### src/rtl/redundant_fetch_pacer.sv
module redundant_fetch_pacer #(
  parameter int CNT_W   = 16,
  parameter int FETCH_W = 8,
  parameter int ADDR_W  = 32,
  parameter int DEPTH   = 4,
  localparam int FCW    = $clog2(FETCH_W + 1),
  localparam int PTR_W  = (DEPTH > 1) ? $clog2(DEPTH) : 1,
  localparam int OCC_W  = $clog2(DEPTH + 1)
) (
  input  logic              clk,
  input  logic              rst_n,
  input  logic [CNT_W-1:0]  slack_cfg,
  input  logic [FCW-1:0]    lead_fetch_cnt,
  input  logic [FCW-1:0]    trail_fetch_req,
  output logic              trail_fetch_en,
  output logic [FCW-1:0]    trail_fetch_grant,
  input  logic              lead_br_valid,
  input  logic              lead_br_taken,
  input  logic [ADDR_W-1:0] lead_br_target,
  output logic              lead_br_ready,
  input  logic              trail_br_req,
  output logic              trail_br_valid,
  output logic              trail_br_taken,
  output logic [ADDR_W-1:0] trail_br_target
);
  localparam logic [CNT_W-1:0] WIDTH_C = CNT_W'(FETCH_W);
  localparam logic [CNT_W:0]   GAP_MAX = {1'b0, {CNT_W{1'b1}}};

  logic [CNT_W-1:0] gap;
  logic [CNT_W-1:0] avail;
  logic [FCW-1:0]   avail_cap, req_cap, lead_cap;
  logic             br_stall;
  logic [CNT_W:0]   gap_sum;

  logic              taken_q [DEPTH];
  logic [ADDR_W-1:0] tgt_q   [DEPTH];
  logic [PTR_W-1:0]  wr_ptr, rd_ptr;
  logic [OCC_W-1:0]  q_count;
  logic              q_empty, q_full, do_enq, do_deq;

  assign q_empty = (q_count == '0);
  assign q_full  = (q_count == OCC_W'(DEPTH));
  assign do_enq  = lead_br_valid && !q_full;
  assign do_deq  = trail_br_req && !q_empty;

  assign avail     = (gap > slack_cfg) ? gap - slack_cfg : '0;
  assign avail_cap = (avail > WIDTH_C) ? FCW'(FETCH_W) : avail[FCW-1:0];
  assign req_cap   = (trail_fetch_req > FCW'(FETCH_W)) ? FCW'(FETCH_W) : trail_fetch_req;
  assign lead_cap  = (lead_fetch_cnt > FCW'(FETCH_W)) ? FCW'(FETCH_W) : lead_fetch_cnt;
  assign br_stall  = trail_br_req && q_empty;

  assign trail_fetch_en    = !br_stall && (avail != '0);
  assign trail_fetch_grant = br_stall ? '0 : ((req_cap < avail_cap) ? req_cap : avail_cap);

  assign gap_sum = {1'b0, gap} + (CNT_W+1)'(lead_cap) - (CNT_W+1)'(trail_fetch_grant);

  always_ff @(posedge clk) begin
    if (!rst_n) gap <= '0;
    else        gap <= (gap_sum > GAP_MAX) ? GAP_MAX[CNT_W-1:0] : gap_sum[CNT_W-1:0];
  end

  always_ff @(posedge clk) begin
    if (!rst_n) begin
      wr_ptr  <= '0;
      rd_ptr  <= '0;
      q_count <= '0;
    end else begin
      if (do_enq) begin
        taken_q[wr_ptr] <= lead_br_taken;
        tgt_q[wr_ptr]   <= lead_br_target;
        wr_ptr <= (wr_ptr == PTR_W'(DEPTH - 1)) ? '0 : wr_ptr + 1'b1;
      end
      if (do_deq)
        rd_ptr <= (rd_ptr == PTR_W'(DEPTH - 1)) ? '0 : rd_ptr + 1'b1;
      q_count <= q_count + OCC_W'(do_enq) - OCC_W'(do_deq);
    end
  end

  assign lead_br_ready   = !q_full;
  assign trail_br_valid  = !q_empty;
  assign trail_br_taken  = q_empty ? 1'b0 : taken_q[rd_ptr];
  assign trail_br_target = q_empty ? '0 : tgt_q[rd_ptr];
endmodule


### config.mk
export PLATFORM = sky130hd
export DESIGN_NAME = redundant_fetch_pacer
export DESIGN_NICKNAME = d
export VERILOG_FILES = /design/src/rtl/redundant_fetch_pacer.sv
export SDC_FILE = /design/constraint.sdc
export NUM_CORES = 1
export LEC_CHECK = 0
export BUFFER_PORTS_ARGS = -buffer_cell sky130_fd_sc_hd__buf_2
export CORE_MARGIN = 1
export CORE_UTILIZATION = 45
export CTS_CLUSTER_SIZE = 12
export DETAILED_ROUTE_END_ITERATION = 12
export HOLD_SLACK_MARGIN = 0.12
export PLACE_DENSITY = 0.69
export SETUP_SLACK_MARGIN = 0.02
export SLEW_MARGIN = 15
export SYNTH_ARGS = -nofsm -noshare
export SYNTH_HDL_FRONTEND = slang
export SYNTH_SLANG_ARGS = --single-unit
### constraint.sdc
create_clock -name clk -period 7.8 [get_ports clk]
set_input_delay 1.56 -clock clk [delete_from_list [all_inputs] [get_ports clk]]
set_output_delay 1.56 -clock clk [all_outputs]
set_load 0.03 [all_outputs]
==> metrics.md <==
| Metric | Value |
|---|---|
| Status | `finished clean` |
| Total power | `about 3900 uW` |
| Worst-Margin Slew | `1.05 ns` |
| Yosys reg bits | `157` |
| Slew HR | `0.300` |
| Initial antenna violation count | `1` |
| Placed inst area | `0.00890 mm^2` |
| FMAX | `135 MHz` |
| Net count after synthesis | `727` |
| Layout Nets | `846` |
| Reg area | `0.00447 mm^2` |
| Drt pass-1 iters | `4` |
| Root buf cell | `clkbuf_16` |
| Area of the multi-input gates | `0.00335 mm^2` |
| Synth Flop Type | `edfxtp_1` |
| Routed length per instance | `17.1 um` |
| WP data arrival | `~7.7 ns` |
| Final min period | `7.42 ns` |
| Post-Syn Instances | `616` |
| Fill count | `1423` |
| Final setup viols | `0` |
| Die extent in x | `136 um` |
| Grt ovf | `0` |
| CTS H-Tree Depth | `4` |
| Vias per cell | `about 5.4` |
| Psw | `1560 uW` |
| Num rows | `48` |
| Fraction of layout cells with a size suffix above 1 | `0.263` |
| Yosys cell types | `58` |
| Final period util | `0.952` |
| Sequential share of the synthesized area | `0.555` |
| TritonCTS clock tree | `built` |
| Peak supply drop | `218 uV` |
| Drc violations | `0` |
| Worst-path clk slew | `0.06 ns` |
| Pwr per Cell Area | `407 mW/mm^2` |
| Clock Sinks | `about 160` |
| Commonest non-fill, non-tap cell in the layout | `edfxtp_1` |
| Most frequent cells in the layout | `edfxtp_1, buf_2, inv_1, ha_1, and2_1` |
| Switching Share | `0.402` |
| Min-Delay Path Class | `reg2reg` |
| PnR worst setup slack | `0.377 ns` |
| Via Count | `5222` |
| Crit-path slowest cell | `fa_1` |
| Vias in the first global route | `5358` |
| Max Slew Vio Count | `0` |
| Yosys warnings | `0` |
| Largest fanout on the critical path | `5` |
| Sequential share of power | `0.276` |
| Initial Util | `0.464` |
| Buffers added on ports | `100` |
| Part of the power in combinational logic | `0.518` |
| Required @ worst endpoint | `8.10 ns` |
| GP Congestion | `0.888` |
| Crit path launch type | `input port` |
| Final hold vios | `0` |
| Crit. End Element | `flop` |
| Internal Dissipation | `2310 uW` |
| First-pass GRT wire length | `26400 um` |
| Die height | `136 um` |
| Worst-case clock buffer depth | `2` |
| Setup Skew | `0.00923 ns` |
| Total die area | `0.0184 mm^2` |
| Leakage Power | `0.00374 uW` |
| Detailed Route WL | `16700 um` |
| Estimated wirelength of the detail-placed design | `between 10000 and 15000 um` |
| Violation count after the first detailed-route iteration | `approximately 180` |
| Slowest stage delay, CP | `0.57 ns` |
| Post-synth EDFFs | `132` |
| Worst-Skew Late Latency | `0.42 ns` |
| Synth-to-Final Area Change | `18.2%` |
| DRT antenna net count | `0` |
| Mean Syn Cell Area | `13.1 um^2` |
| Core Region | `0.0174 mm^2` |
| Setup_tns | `0 ns` |
| Clk network pwr share | `0.206` |
| Synth async-reset ratio | `0` |
| Final design utilization | `0.548` |
| TritonCTS Buffers | `17` |
| Crit path kind | `in2reg` |
| Max Cap Viol | `0` |
| I/O pins | `101` |
| Pre-CTS setup slack | `-0.178 ns` |
| Synth Cell Area | `0.00805 mm^2` |
| GRT Util Overall | `0.191` |
| Finished Cell Area | `0.00951 mm^2` |
| Largest net degree at the start of global routing | `36` |
## critical path: cells and delay by family
kind | cells | cell delay [ns]
AND/OR/NAND/NOR | 11 | 2.07
AO/OA/AOI/OAI | 9 | 1.60
adder cells (fa/ha/maj) | 5 | 1.88
XOR/XNOR | 1 | 0.16
buffers and inverters | 4 | 0.44
## layout make-up
cell class | count | area share
antenna | 1 | 0.000263
clock buffer | 18 | 0.0451
clock inverter | 14 | 0.0147
inverter | 55 | 0.0217
multi-input combinational | 386 | 0.352
sequential | 157 | 0.470
tap | 225 | 0.0296
timing repair buffer | 118 | 0.0669
## stage by stage
stage               instances  hold slack, ns
floorplan                 616           0.476
global placement          941           0.485
detailed placement        941           0.528
CTS                       973           0.535
global route              973           0.567
finish                    974           0.534
## state kept, by name, summed over array words and instances (netlist names), named ones only
signal	flops
taken_q	4
tgt_q	128
gap	16
rd_ptr	2
q_count	3
wr_ptr	2
## cell usage after synthesis, types with 4 or more instances
library cell	number	share of area
clkbuf_1	13	0.0061
xnor2_1	17	0.019
nand3_1	10	0.0062
o21ai_0	19	0.012
dfxtp_1	25	0.062
nor2b_1	8	0.0062
nor2_1	26	0.012
and3_1	10	0.0078
a21oi_1	18	0.011
o21a_1	19	0.018
and2_1	40	0.031
inv_1	55	0.026
edfxtp_1	132	0.49
xor2_1	10	0.011
nand2b_1	4	0.0031
nand4_1	5	0.0039
ha_1	44	0.068
fa_1	6	0.015
nand2_1	31	0.014
mux4_2	33	0.092
o31a_1	4	0.0044
nor3_1	19	0.012
a21o_1	8	0.0075
a21boi_0	6	0.0056
## path summary, 6_finish.rpt
path / start / end / cells past startpoint / slack [ns]
max: slack_cfg[0] / gap[15] / 30 / 0.38
min: wr_ptr[1] / wr_ptr[1] / 2 / 0.53
max reg2reg: gap[0] / gap[15] / 30 / 1.23
min reg2reg: wr_ptr[1] / wr_ptr[1] / 2 / 0.53
## layer usage
metal,part of all wire,up-vias,track usage
met1,0.42,2524,0.227
met3,0.051,29,0.0486
met5,0.00078,-,0
met4,0.018,2,0.0699
met2,0.51,124,0.333
li1,-,2543,-
## power by group through the flow
| stage | registers, uW | logic [uW] | clock network (uW) |
|---|---|---|---|
| 3_3_place_gp | 1080 | 1940 | 0 |
| 5_1_grt | 1080 | 2210 | 843 |
| 3_5_place_dp | 1090 | 1970 | 0 |
| 4_1_cts | 1070 | 1990 | 806 |
| 6_report | 1070 | 2000 | 795 |
| 2_1_floorplan | 1060 | 1490 | 0 |
## what timing repair did
action,CTS,global route
hold buffers,0,0
buffers inserted,0,0
endpoints found under the setup margin,0,15
resized for setup,0,7
## cell families after synthesis
| group | synth area share |
|---|---|
| AOI/OAI and AO/OA | 0.0880 |
| xor gates and xnor gates | 0.0294 |
| adders and majority gates | 0.0833 |
| buffers and inverters | 0.0345 |
| DFF | 0.555 |
| muxes | 0.0949 |
| and+or+nand+nor | 0.115 |
(Power assumes the default switching activity.)
